**src/rtl/sfe_pkg.sv**
```systemverilog
// Shared types and opcode table for the serial flash command front end.
// Assumes: byte-wide opcodes; lane widths of 1, 2 or 4 bits per clock.
package sfe_pkg;

    typedef enum logic [1:0] {
        LANE1 = 2'd0,
        LANE2 = 2'd1,
        LANE4 = 2'd2
    } lane_e;

    typedef enum logic [2:0] {
        PH_OPC,
        PH_ADDR,
        PH_DUMMY,
        PH_DOUT,
        PH_WDATA,
        PH_IGNORE
    } phase_e;

    typedef struct packed {
        logic       known;
        logic       is_read;
        logic       is_write;
        logic       array;
        logic       quad;
        lane_e      addr_l;
        lane_e      data_l;
        logic [3:0] dummy;
    } cmd_info_t;

    // Maps an opcode to its phase layout and lane widths.
    function automatic cmd_info_t decode_op(input logic [7:0] op);
        cmd_info_t i;
        i = '{known: 1'b0, is_read: 1'b0, is_write: 1'b0, array: 1'b0,
              quad: 1'b0, addr_l: LANE1, data_l: LANE1, dummy: 4'd0};
        case (op)
            8'h03: begin i.known = 1'b1; i.is_read = 1'b1; i.array = 1'b1; end
            8'h0B: begin i.known = 1'b1; i.is_read = 1'b1; i.array = 1'b1; i.dummy = 4'd8; end
            8'h3B: begin i.known = 1'b1; i.is_read = 1'b1; i.array = 1'b1; i.dummy = 4'd8;
                         i.data_l = LANE2; end
            8'hBB: begin i.known = 1'b1; i.is_read = 1'b1; i.array = 1'b1; i.dummy = 4'd4;
                         i.addr_l = LANE2; i.data_l = LANE2; end
            8'h6B: begin i.known = 1'b1; i.is_read = 1'b1; i.array = 1'b1; i.dummy = 4'd8;
                         i.data_l = LANE4; i.quad = 1'b1; end
            8'hEB: begin i.known = 1'b1; i.is_read = 1'b1; i.array = 1'b1; i.dummy = 4'd6;
                         i.addr_l = LANE4; i.data_l = LANE4; i.quad = 1'b1; end
            8'h02, 8'h20, 8'hD8, 8'hC7:
                   begin i.known = 1'b1; i.is_write = 1'b1; i.array = 1'b1; end
            8'h06, 8'h04, 8'h01, 8'hB9:
                   begin i.known = 1'b1; i.is_write = 1'b1; end
            default: ;
        endcase
        return i;
    endfunction

    // Output-enable pattern for a data lane width.
    function automatic logic [3:0] lane_mask(input lane_e l);
        case (l)
            LANE2:   return 4'b0011;
            LANE4:   return 4'b1111;
            default: return 4'b0010;
        endcase
    endfunction

endpackage

```
**src/rtl/sfe_edge_det.sv**
```systemverilog
// Detects serial-clock edges and the rising edge of chip select.
// Assumes: sclk and cs_n are already synchronous to clk and each level
// lasts at least two clk cycles.
module sfe_edge_det (
    input  logic clk,
    input  logic rst_n,
    input  logic cs_n,
    input  logic sclk,
    output logic sclk_rise,
    output logic sclk_fall,
    output logic cs_rise
);
    logic sclk_q;
    logic cs_q;

    // Keeps the previous level of each serial control line.
    always_ff @(posedge clk) begin
        if (!rst_n) begin
            sclk_q <= 1'b0;
            cs_q   <= 1'b1;
        end else begin
            sclk_q <= sclk;
            cs_q   <= cs_n;
        end
    end

    // Edges count only while the target is selected; deselect wins.
    always_comb begin
        sclk_rise = sclk & ~sclk_q & ~cs_n;
        sclk_fall = ~sclk & sclk_q & ~cs_n;
        cs_rise   = cs_n & ~cs_q;
    end
endmodule

```
**src/rtl/sfe_opcode_dec.sv**
```systemverilog
// Decodes the opcode being completed and decides whether it may proceed.
// Assumes: quad_en and busy are sampled by the caller at opcode completion.
module sfe_opcode_dec
    import sfe_pkg::*;
(
    input  logic [7:0] opcode,
    input  logic       quad_en,
    input  logic       busy,
    output cmd_info_t  info,
    output logic       read_ok,
    output logic       write_ok
);
    // Looks up the layout, then applies the quad gate and the busy filter.
    always_comb begin
        info     = decode_op(opcode);
        read_ok  = info.known & info.is_read & (~info.quad | quad_en) & ~busy;
        write_ok = info.known & info.is_write & ~(info.array & busy);
    end
endmodule

```
**src/rtl/sfe_tx_shift.sv**
```systemverilog
// Output shifter: on each falling serial-clock edge of the output phase it
// puts the next one, two or four bits on the lanes, reloading from rd_data.
// Assumes: rd_data holds the next byte before the falling edge that needs it.
module sfe_tx_shift
    import sfe_pkg::*;
(
    input  logic       clk,
    input  logic       rst_n,
    input  logic       cs_n,
    input  logic       active,
    input  logic       fall,
    input  lane_e      lane,
    input  logic [7:0] rd_data,
    output logic [3:0] io_out,
    output logic [3:0] io_oe,
    output logic       rd_next
);
    logic [7:0] sreg;
    logic [2:0] nleft;
    logic [3:0] out_bits;
    logic       on;
    logic [7:0] src;
    logic [7:0] src_shift;
    logic [3:0] src_top;
    logic [2:0] reload_left;

    // Chooses the source byte and splits it by lane width.
    always_comb begin
        src = (nleft == 3'd0) ? rd_data : sreg;
        case (lane)
            LANE2: begin
                src_top     = {2'b00, src[7:6]};
                src_shift   = {src[5:0], 2'b00};
                reload_left = 3'd3;
            end
            LANE4: begin
                src_top     = src[7:4];
                src_shift   = {src[3:0], 4'b0000};
                reload_left = 3'd1;
            end
            default: begin
                src_top     = {2'b00, src[7], 1'b0};
                src_shift   = {src[6:0], 1'b0};
                reload_left = 3'd7;
            end
        endcase
    end

    // Advances the shifter on falling edges; deselect clears it.
    always_ff @(posedge clk) begin
        rd_next <= 1'b0;
        if (!rst_n || cs_n || !active) begin
            sreg     <= '0;
            nleft    <= '0;
            out_bits <= '0;
            on       <= 1'b0;
        end else if (fall) begin
            on       <= 1'b1;
            out_bits <= src_top;
            sreg     <= src_shift;
            if (nleft == 3'd0) begin
                nleft   <= reload_left;
                rd_next <= 1'b1;
            end else begin
                nleft <= nleft - 3'd1;
            end
        end
    end

    // Drives the lanes; the enable drops in the same cycle as deselect.
    always_comb begin
        io_out = out_bits;
        io_oe  = (on && !cs_n) ? lane_mask(lane) : 4'b0000;
    end

    p_next_on_fall_r8: assert property (@(posedge clk) disable iff (!rst_n)
        rd_next |-> $past(fall));

    p_oe_shape_r6: assert property (@(posedge clk) disable iff (!rst_n)
        (io_oe == 4'h0) || (io_oe == 4'h2) || (io_oe == 4'h3) || (io_oe == 4'hF));
endmodule

```
**src/rtl/sfe_cmd_front.sv**
```systemverilog
// Serial flash command front end: phase controller for opcode, address,
// dummy, output and write-data phases, with byte-boundary checking.
// Assumes: serial mode with sclk idle low; ADDR_W is a multiple of 4.
module sfe_cmd_front
    import sfe_pkg::*;
#(
    parameter int ADDR_W = 24
) (
    input  logic              clk,
    input  logic              rst_n,
    input  logic              cs_n,
    input  logic              sclk,
    input  logic [3:0]        io_in,
    output logic [3:0]        io_out,
    output logic [3:0]        io_oe,
    input  logic              quad_en,
    input  logic              busy,
    output logic              rd_start,
    output logic [ADDR_W-1:0] rd_addr,
    output logic              rd_next,
    input  logic [7:0]        rd_data,
    output logic              rx_valid,
    output logic [7:0]        rx_byte,
    output logic              wr_cmd,
    output logic [7:0]        wr_opcode,
    output logic              cmd_reject
);
    localparam int BYTE_W = 8;
    localparam int CNT_W  = $clog2(ADDR_W);

    logic              sclk_rise, sclk_fall, cs_rise;
    phase_e            phase;
    logic [CNT_W-1:0]  pcnt;
    logic [BYTE_W-1:0] shreg;
    logic [BYTE_W-1:0] shift_nx;
    logic [ADDR_W-1:0] addr_sh;
    logic [ADDR_W-1:0] addr_nx;
    cmd_info_t         cur_info;
    cmd_info_t         dec_info;
    logic              read_ok, write_ok;
    logic [CNT_W-1:0]  addr_last;
    logic [CNT_W-1:0]  dummy_last;

    sfe_edge_det u_edge (
        .clk       (clk),
        .rst_n     (rst_n),
        .cs_n      (cs_n),
        .sclk      (sclk),
        .sclk_rise (sclk_rise),
        .sclk_fall (sclk_fall),
        .cs_rise   (cs_rise)
    );

    sfe_opcode_dec u_dec (
        .opcode   (shift_nx),
        .quad_en  (quad_en),
        .busy     (busy),
        .info     (dec_info),
        .read_ok  (read_ok),
        .write_ok (write_ok)
    );

    sfe_tx_shift u_tx (
        .clk     (clk),
        .rst_n   (rst_n),
        .cs_n    (cs_n),
        .active  (phase == PH_DOUT),
        .fall    (sclk_fall),
        .lane    (cur_info.data_l),
        .rd_data (rd_data),
        .io_out  (io_out),
        .io_oe   (io_oe),
        .rd_next (rd_next)
    );

    // Next serial byte value and next address value at the current lane width.
    always_comb begin
        shift_nx = {shreg[BYTE_W-2:0], io_in[0]};
        case (cur_info.addr_l)
            LANE2:   addr_nx = {addr_sh[ADDR_W-3:0], io_in[1:0]};
            LANE4:   addr_nx = {addr_sh[ADDR_W-5:0], io_in};
            default: addr_nx = {addr_sh[ADDR_W-2:0], io_in[0]};
        endcase
        addr_last  = CNT_W'((ADDR_W >> cur_info.addr_l) - 1);
        dummy_last = CNT_W'(cur_info.dummy) - CNT_W'(1);
    end

    // Phase controller: steps on rising serial edges, clears on deselect.
    always_ff @(posedge clk) begin
        rd_start   <= 1'b0;
        rx_valid   <= 1'b0;
        wr_cmd     <= 1'b0;
        cmd_reject <= 1'b0;
        if (!rst_n) begin
            phase     <= PH_OPC;
            pcnt      <= '0;
            shreg     <= '0;
            addr_sh   <= '0;
            rd_addr   <= '0;
            rx_byte   <= '0;
            wr_opcode <= '0;
            cur_info  <= decode_op(8'h00);
        end else if (cs_n) begin
            if (cs_rise && phase == PH_WDATA) begin
                if (pcnt == '0) begin
                    wr_cmd    <= 1'b1;
                    wr_opcode <= shreg_op_q;
                end else begin
                    cmd_reject <= 1'b1;
                end
            end
            phase <= PH_OPC;
            pcnt  <= '0;
        end else if (sclk_rise) begin
            case (phase)
                PH_OPC: begin
                    shreg <= shift_nx;
                    if (pcnt == CNT_W'(BYTE_W - 1)) begin
                        cur_info <= dec_info;
                        pcnt     <= '0;
                        if (read_ok)       phase <= PH_ADDR;
                        else if (write_ok) phase <= PH_WDATA;
                        else               phase <= PH_IGNORE;
                    end else begin
                        pcnt <= pcnt + CNT_W'(1);
                    end
                end
                PH_ADDR: begin
                    addr_sh <= addr_nx;
                    if (pcnt == addr_last) begin
                        rd_addr  <= addr_nx;
                        rd_start <= 1'b1;
                        pcnt     <= '0;
                        phase    <= (cur_info.dummy != 4'd0) ? PH_DUMMY : PH_DOUT;
                    end else begin
                        pcnt <= pcnt + CNT_W'(1);
                    end
                end
                PH_DUMMY: begin
                    if (pcnt == dummy_last) begin
                        pcnt  <= '0;
                        phase <= PH_DOUT;
                    end else begin
                        pcnt <= pcnt + CNT_W'(1);
                    end
                end
                PH_WDATA: begin
                    shreg <= shift_nx;
                    if (pcnt == CNT_W'(BYTE_W - 1)) begin
                        rx_byte  <= shift_nx;
                        rx_valid <= 1'b1;
                        pcnt     <= '0;
                    end else begin
                        pcnt <= pcnt + CNT_W'(1);
                    end
                end
                default: ;
            endcase
        end
    end

    // Holds the opcode of the command in flight for the acceptance strobe.
    logic [BYTE_W-1:0] shreg_op_q;
    always_ff @(posedge clk) begin
        if (!rst_n)
            shreg_op_q <= '0;
        else if (!cs_n && sclk_rise && phase == PH_OPC && pcnt == CNT_W'(BYTE_W - 1))
            shreg_op_q <= shift_nx;
    end

    p_oe_in_dout_r12: assert property (@(posedge clk) disable iff (!rst_n)
        (|io_oe) |-> (phase == PH_DOUT && !cs_n));

    p_quad_lanes_r7: assert property (@(posedge clk) disable iff (!rst_n)
        (|io_oe[3:2]) |-> cur_info.quad);

    p_strobe_excl_r9: assert property (@(posedge clk) disable iff (!rst_n)
        !(wr_cmd && cmd_reject));

    p_rdstart_pulse_r2: assert property (@(posedge clk) disable iff (!rst_n)
        rd_start |=> !rd_start);

    p_wr_after_deselect_r9: assert property (@(posedge clk) disable iff (!rst_n)
        (wr_cmd || cmd_reject) |-> $past(cs_n));
endmodule

```
**config.mk**
```make
export PLATFORM = sky130hd
export DESIGN_NAME = sfe_cmd_front
export DESIGN_NICKNAME = d
export VERILOG_FILES = /design/src/rtl/sfe_pkg.sv /design/src/rtl/sfe_edge_det.sv /design/src/rtl/sfe_opcode_dec.sv /design/src/rtl/sfe_tx_shift.sv /design/src/rtl/sfe_cmd_front.sv
export SDC_FILE = /design/constraint.sdc
export NUM_CORES = 1
export LEC_CHECK = 0
export ABC_AREA = 1
export BUFFER_PORTS_ARGS = -buffer_cell sky130_fd_sc_hd__buf_4
export CAP_MARGIN = 0
export CORE_MARGIN = 8
export CORE_UTILIZATION = 45
export CTS_BUF_LIST = sky130_fd_sc_hd__clkbuf_8
export DETAILED_ROUTE_END_ITERATION = 8
export GPL_TIMING_DRIVEN = 0
export MAX_ROUTING_LAYER = met4
export SETUP_SLACK_MARGIN = 0.2
export SYNTH_ARGS = -nofsm -noshare
export SYNTH_HDL_FRONTEND = slang
export SYNTH_SLANG_ARGS = --single-unit
```
**constraint.sdc**
```tcl
create_clock -name clk -period 3 [get_ports clk]
set_input_delay 0.15 -clock clk [delete_from_list [all_inputs] [get_ports clk]]
set_output_delay 0.15 -clock clk [all_outputs]
set_load 0.02 [all_outputs]
```
==> impl_metrics.ini, run 1 <==
[synthesis]
synth_area_per_cell_um2 = 7.21
synth_area_mm2 = 0.00549
synthFlopType = dfxtp_1
yosysWarningCount = 0
ys_ff_latch = 115
ys_seq_area_share_pct = 41.9
synthTopCellsByArea = dfxtp_1, o21ai_0, nand2_1
async_flop_share_pct = 0
synth_edf_count = 0
synth_cell_type_count = 47
yosysTopAreaCellShare_pct = 41.9
syn_inst = 762
synth_area_leader_cell = dfxtp_1
synthesis.nets = 793

[setup_path]
path_class = reg -> reg
critPathLaunchType = flip-flop
crit_fanout = 10
critPathTopFamily = buffers and inverters
cp.required_ns = 3.33
path_cells = inv_1 -> ha_1 -> buf_2 -> inv_2 -> o21ai_2 -> nand2_1 -> nand2_1 -> nand2_2 -> nor2_8 -> nand2_4 -> buf_2 -> o21ai_1 -> nor2_1
cpPeakStageDelay_ns = 0.42
worst_setup_path_end_kind = flip-flop
cp_slowest_cell = dfxtp_1
cp.arrival_ns = 2.55
cp_num_buf_inv = 4
reg2reg_slack_ns = 0.78

[sta]
setup_violations = 0
final_hold_viol_count = 0
grt_setup_unrepaired = false
period_share_pct = 73.9
whs_ns = 0.0485
finalClockSkew_ns = 0.0149
max-slew-margin-rel_pct = 52.0
setup_tns_ns = 0
tightest_slew_ns = 0.720
period_needed_ns = 2.22
max_freq_mhz = 451
slew_viol_final = 0

[global_routing]
grt_pass1_vias = 5085
grt_max_degree = 17
grt_pass1_wl_mm = 24.3
grt_overflow = 0
grt_util_all_layers_pct = 19.4
antenna_found_initial = 0

[detailed_routing]
routed_via_density = 5.25
wl_per_cell_um = 14.6
num_vias = 5312
routed_wl_mm = 14.7
ant_nets = 0
drt_iter0_markers = 537
firstDrtPassIters = 5
drc_errors = 0

[clocking]
clock_path_buffers = 2
htreeDepth = 4
cts_resized = 0
path_clk_slew_ns = 0.07
cts_sinks = 115
postCtsHoldBufs = 1
tritoncts = yes
cts_root_buffer = clkbuf_8
numCtsBuffers = 17
cts_setup_buffers = 0
clock_latency_ns = 0.44

[job]
drv_cap = 0

[power_and_ir_drop]
ir_drop_uv = 482
fin_total_pwr_mw = 3.10
p_per_area_mw_per_mm2 = 470
leakage_nw = 2.76

[placed_design]
gp_congestion = 0.843
dp_hpwl_mm = 11.3
io_buffers = 70

[worst_hold_path]
hp-class = in -> reg

[die]
start_util_pct = 45.9
die_w_um = 126
die_height_um = 126
ios = 71
core_area_mm2 = 0.0120
fp.dieArea_mm2 = 0.0160
rows = 40

[outcome]
status = complete, no violations

[final_layout]
final_common_cell = nand2_1
diodes = 0
drive_above_1_share_pct = 17.0
fillCellCount = 1173
fin_nets = 883
area_growth_pct = 20.1
layout_common_cells = nand2_1, dfxtp_1, nor2_1, o21ai_0, inv_1
[cell usage after synthesis, types with 3 or more instances]
library cell,n
a211oi_1,11
a211oi_2,3
a21oi_1,66
a22oi_1,3
a31oi_1,4
buf_2,7
buf_4,3
clkbuf_1,19
dfxtp_1,115
ha_1,13
inv_1,83
inv_2,8
mux2i_1,3
nand2_1,119
nand2_2,7
nand3_1,17
nand4_1,4
nor2_1,110
nor2_2,3
nor3_1,5
o21ai_0,91
o21ai_1,17
o22ai_1,21
[worst min-delay path, stage by stage]
cell     delay, ns
buf_4         0.11
o21ai_0       0.08
a21oi_1       0.11
[through the flow]
| step | util (%) | cells | area (um2) | setup slack [ns] |
|---|---|---|---|---|
| 6_report | 55.1 | 1011 | 6600 | 0.784 |
| 5_1_grt | 55.1 | 1011 | 6600 | 0.597 |
| 4_1_cts | 55.1 | 1011 | 6600 | 0.783 |
| 3_5_place_dp | 51.8 | 979 | 6200 | 0.794 |
| 3_3_place_gp | 51.8 | 979 | 6200 | 0.864 |
| 2_1_floorplan | - | 762 | 5490 | 1.12 |
[path summary, 6_finish.rpt]
check,start,to,cells past startpoint
worst max register to register,cur_info[7]$_SDFFE_PN0P_,rd_addr[18]$_SDFFE_PN0P_,13
worst min register to register,u_tx.io_out[3]$_SDFFE_PP0P_,u_tx.io_out[3]$_SDFFE_PP0P_,2
worst max-delay path,cur_info[7]$_SDFFE_PN0P_,rd_addr[18]$_SDFFE_PN0P_,13
worst min-delay path,io_in[0],shreg[0]$_SDFFE_PN0P_,3
[sequential cells by signal, summed over array words and instances (netlist names), 3 cells and up]
| signal | flops |
|---|---|
| phase | 3 |
| addr_sh | 23 |
| rd_addr | 24 |
| cur_info | 7 |
| shreg | 7 |
| u_tx.sreg | 7 |
| u_tx.io_out | 4 |
| wr_opcode | 8 |
| u_tx.nleft | 3 |
| shreg_op_q | 8 |
| pcnt | 5 |
| rx_byte | 8 |
[cell type report]
class / count / area, um2 / share of cell area, %
tap: 147 / 184 / 2.79
inverter: 95 / 367 / 5.56
multi-input combinational: 520 / 2660 / 40.4
sequential: 115 / 2300 / 34.9
clock inverter: 13 / 138 / 2.09
buffer: 32 / 159 / 2.41
timing repair buffer: 71 / 536 / 8.12
clock buffer: 18 / 248 / 3.76
[kinds of logic (layout without fill, tap and decap cells)]
kind of cell / Yosys count / count (layout) / synth area share [%]
buffers and inverters: 127 / 229 / 9.57
XOR/XNOR: 2 / 2 / 0.319
multiplexers: 3 / 3 / 0.547
AND/OR/NAND/NOR: 278 / 278 / 22.1
flip-flops: 115 / 115 / 41.9
adder cells (fa/ha/maj): 13 / 13 / 2.96
AO/OA/AOI/OAI: 224 / 224 / 22.6
[metal layers]
metal | GRT usage, % | part of all wire (%) | vias up
li1 | - | - | 2710
met1 | 23.8 | 48 | 2454
met2 | 29.5 | 45 | 127
met3 | 5.78 | 5.1 | 21
met4 | 7.01 | 1.4 | 0
met5 | - | 0 | -
[power by group]
part,switching [mW],internal [mW]
sequential,0.0114,1.53
clock,0.656,0.751
combinational,0.0977,0.0483
total,0.765,2.33
Note: power is estimated with default switching activity, not from simulation.
==> inputs of run 2 (changes only) <==
- clock period: 3 -> 2.1 ns (I/O delays scaled with it)
==> impl_metrics.ini, run 2 (synthesis results as in run 1) <==
[die]
fp.dieArea_mm2 = 0.0160
rows = 40
die_w_um = 126
ios = 71
die_height_um = 126
core_area_mm2 = 0.0120
start_util_pct = 45.9

[detailed_routing]
drc_errors = 0
num_vias = 5548
wl_per_cell_um = 15.3
routed_via_density = 5.30
firstDrtPassIters = 5
drt_iter0_markers = 441
ant_nets = 0
routed_wl_mm = 16.0

[setup_path]
path_class = reg -> reg
ff2ff_path_depth = 14
reg2reg_slack_ns = 0.19
critPathLaunchType = flip-flop
crit_fanout = 6
cp.arrival_ns = 2.23
worst_setup_path_end_kind = flip-flop
rr_startpoint = cur_info[6]$_SDFFE_PN0P_
r2r-end = rd_addr[22]$_SDFFE_PN0P_
cp.required_ns = 2.42

[final_layout]
fillCellCount = 1123
drive_above_1_share_pct = 27.4
layout_common_cells = nand2_1, dfxtp_1, buf_4, nor2_1, o21ai_0
area_growth_pct = 32.1
top_register = rd_addr
final_common_cell = nand2_1
diodes = 0
largest_register_ffs = 24
fin_nets = 919
seq_area_mm2 = 0.00232
reg_top3 = rd_addr: 24 flops, addr_sh: 23 flops
multi_input_area_mm2 = 0.00291

[placed_design]
dp_hpwl_mm = 11.3
pre_cts_slack_ns = -0.106
gp_congestion = 0.843
io_buffers = 70

[power_and_ir_drop]
leakage_nw = 3.06
sequentialPowerShare_pct = 49.5
switching_share_pct = 25.1
fin_total_pwr_mw = 4.46
combPwrFrac_pct = 5.0
intPower_mw = 3.34
netSwitchingPower_mw = 1.12
ir_drop_uv = 687
clockPowerShare_pct = 45.5
p_per_area_mw_per_mm2 = 614

[sta]
max-slew-margin-rel_pct = 39.3
setup_ws_ns = 0.193
tightest_slew_ns = 0.910
finalClockSkew_ns = 0.0142
period_needed_ns = 1.91
period_share_pct = 90.8
max_freq_mhz = 524
grt_setup_unrepaired = true
setup_violations = 0
slew_viol_final = 0
final_hold_viol_count = 0

[clocking]
path_clk_slew_ns = 0.07
clock_latency_ns = 0.45
tritoncts = yes
htreeDepth = 4
numCtsBuffers = 17
clock_path_buffers = 2
cts_root_buffer = clkbuf_8
cts_sinks = 115

[global_routing]
grt_pass1_vias = 5211
grt_util_all_layers_pct = 20.1
grt_pass1_wl_mm = 25.1
grt_max_degree = 17
antenna_found_initial = 0
grt_overflow = 0

[worst_hold_path]
worstHoldEndpoint = u_tx.sreg[1]$_SDFFE_PP0P_
whs_path_depth = 5
hp-start = rd_data[0]
hp-class = in -> reg

[outcome]
status = complete, no violations

[job]
drv_cap = 0
[run 2: changes by cell type in the layout (fill, tap and decap cells not counted), moves of 6 or more]
| cell | change |
|---|---|
| ha_1 | -7 |
| inv_1 | -6 |
| clkbuf_2 | +7 |
| o21ai_2 | +12 |
| clkbuf_1 | -6 |
| nor2_1 | -13 |
| nor2_2 | +10 |
| o21ai_0 | -11 |
| dfxtp_1 | -6 |
| buf_4 | +25 |
[run 2: what timing repair did]
item	in CTS	in global routing
hold buffers	2	0
endpoints found under the hold margin	3	0
setup buffers	13	17
setup endpoints to repair	44	72
resized for setup	33	84
pin swaps	6	31
cloned	3	2
[run 2: how the worst max path moves through the flow]
stage / start / to / slack, ns / cells after the start
after global placement: cur_info[7]$_SDFFE_PN0P_ / rd_addr[21]$_SDFFE_PN0P_ / -0.04 / 12
after CTS: cur_info[6]$_SDFFE_PN0P_ / rd_addr[14]$_SDFFE_PN0P_ / 0.16 / 14
after detailed placement: cur_info[7]$_SDFFE_PN0P_ / rd_addr[18]$_SDFFE_PN0P_ / -0.11 / 13
final: cur_info[6]$_SDFFE_PN0P_ / rd_addr[22]$_SDFFE_PN0P_ / 0.19 / 14
after floorplan: cur_info[7]$_SDFFE_PN0P_ / rd_addr[1]$_SDFFE_PN0P_ / 0.22 / 12
after global routing: cur_info[6]$_SDFFE_PN0P_ / rd_addr[3]$_SDFFE_PN0P_ / 0.12 / 14
[run 2: worst max-delay path: stages, from the launching register on]
cell and delay (ns):
dfxtp_4 0.38, inv_4 0.05, ha_4 0.25, buf_6 0.12, inv_8 0.03, o21ai_4 0.05
nand2_1 0.07, nand2_1 0.07, nand2_2 0.10, nor2_8 0.18, nand2_8 0.12, buf_6 0.16
inv_8 0.06, buf_6 0.09, a211oi_2 0.04
[run 2: power by group through the flow]
stage | Combinational, mW | Sequential [mW] | Clock (mW)
CTS | 0.210 | 2.21 | 2.05
finish | 0.225 | 2.20 | 2.03
floorplan | 0.127 | 2.25 | 0
global placement | 0.204 | 2.26 | 0
detailed placement | 0.205 | 2.26 | 0
global route | 0.247 | 2.21 | 2.15
[run 2: layout make-up]
type / count / area share (%)
Buffer: 32 / 2.71
Clock buffer: 18 / 3.42
Clock inverter: 13 / 1.90
Inverter: 95 / 5.38
Multi-Input combinational cell: 521 / 40.1
Sequential cell: 115 / 31.9
Tap cell: 147 / 2.54
Timing Repair Buffer: 105 / 11.9
Timing Repair inverter: 1 / 0.155
[run 2: through the flow]
step                      utilization (%)  std cells  setup TNS (ns)  instance area (um2)  hold WS (ns)
after floorplan                         -        762               0                 5490         0.184
after global placement               51.8        979          -0.281                 6200         0.295
after detailed placement             51.8        979           -1.08                 6200         0.297
after CTS                            57.3       1028               0                 6850        0.0339
after global routing                 60.6       1047               0                 7250        0.0537
final                                60.6       1047               0                 7250        0.0469
[run 2: metal layers]
| metal | wire length [um] | GRT usage, % | vias to the layer above |
|---|---|---|---|
| li1 | - | - | 2786 |
| met1 | 7640 | 25.1 | 2608 |
| met2 | 7400 | 30.5 | 127 |
| met3 | 706 | 5.28 | 27 |
| met4 | 251 | 7.50 | 0 |
| met5 | 0 | - | - |
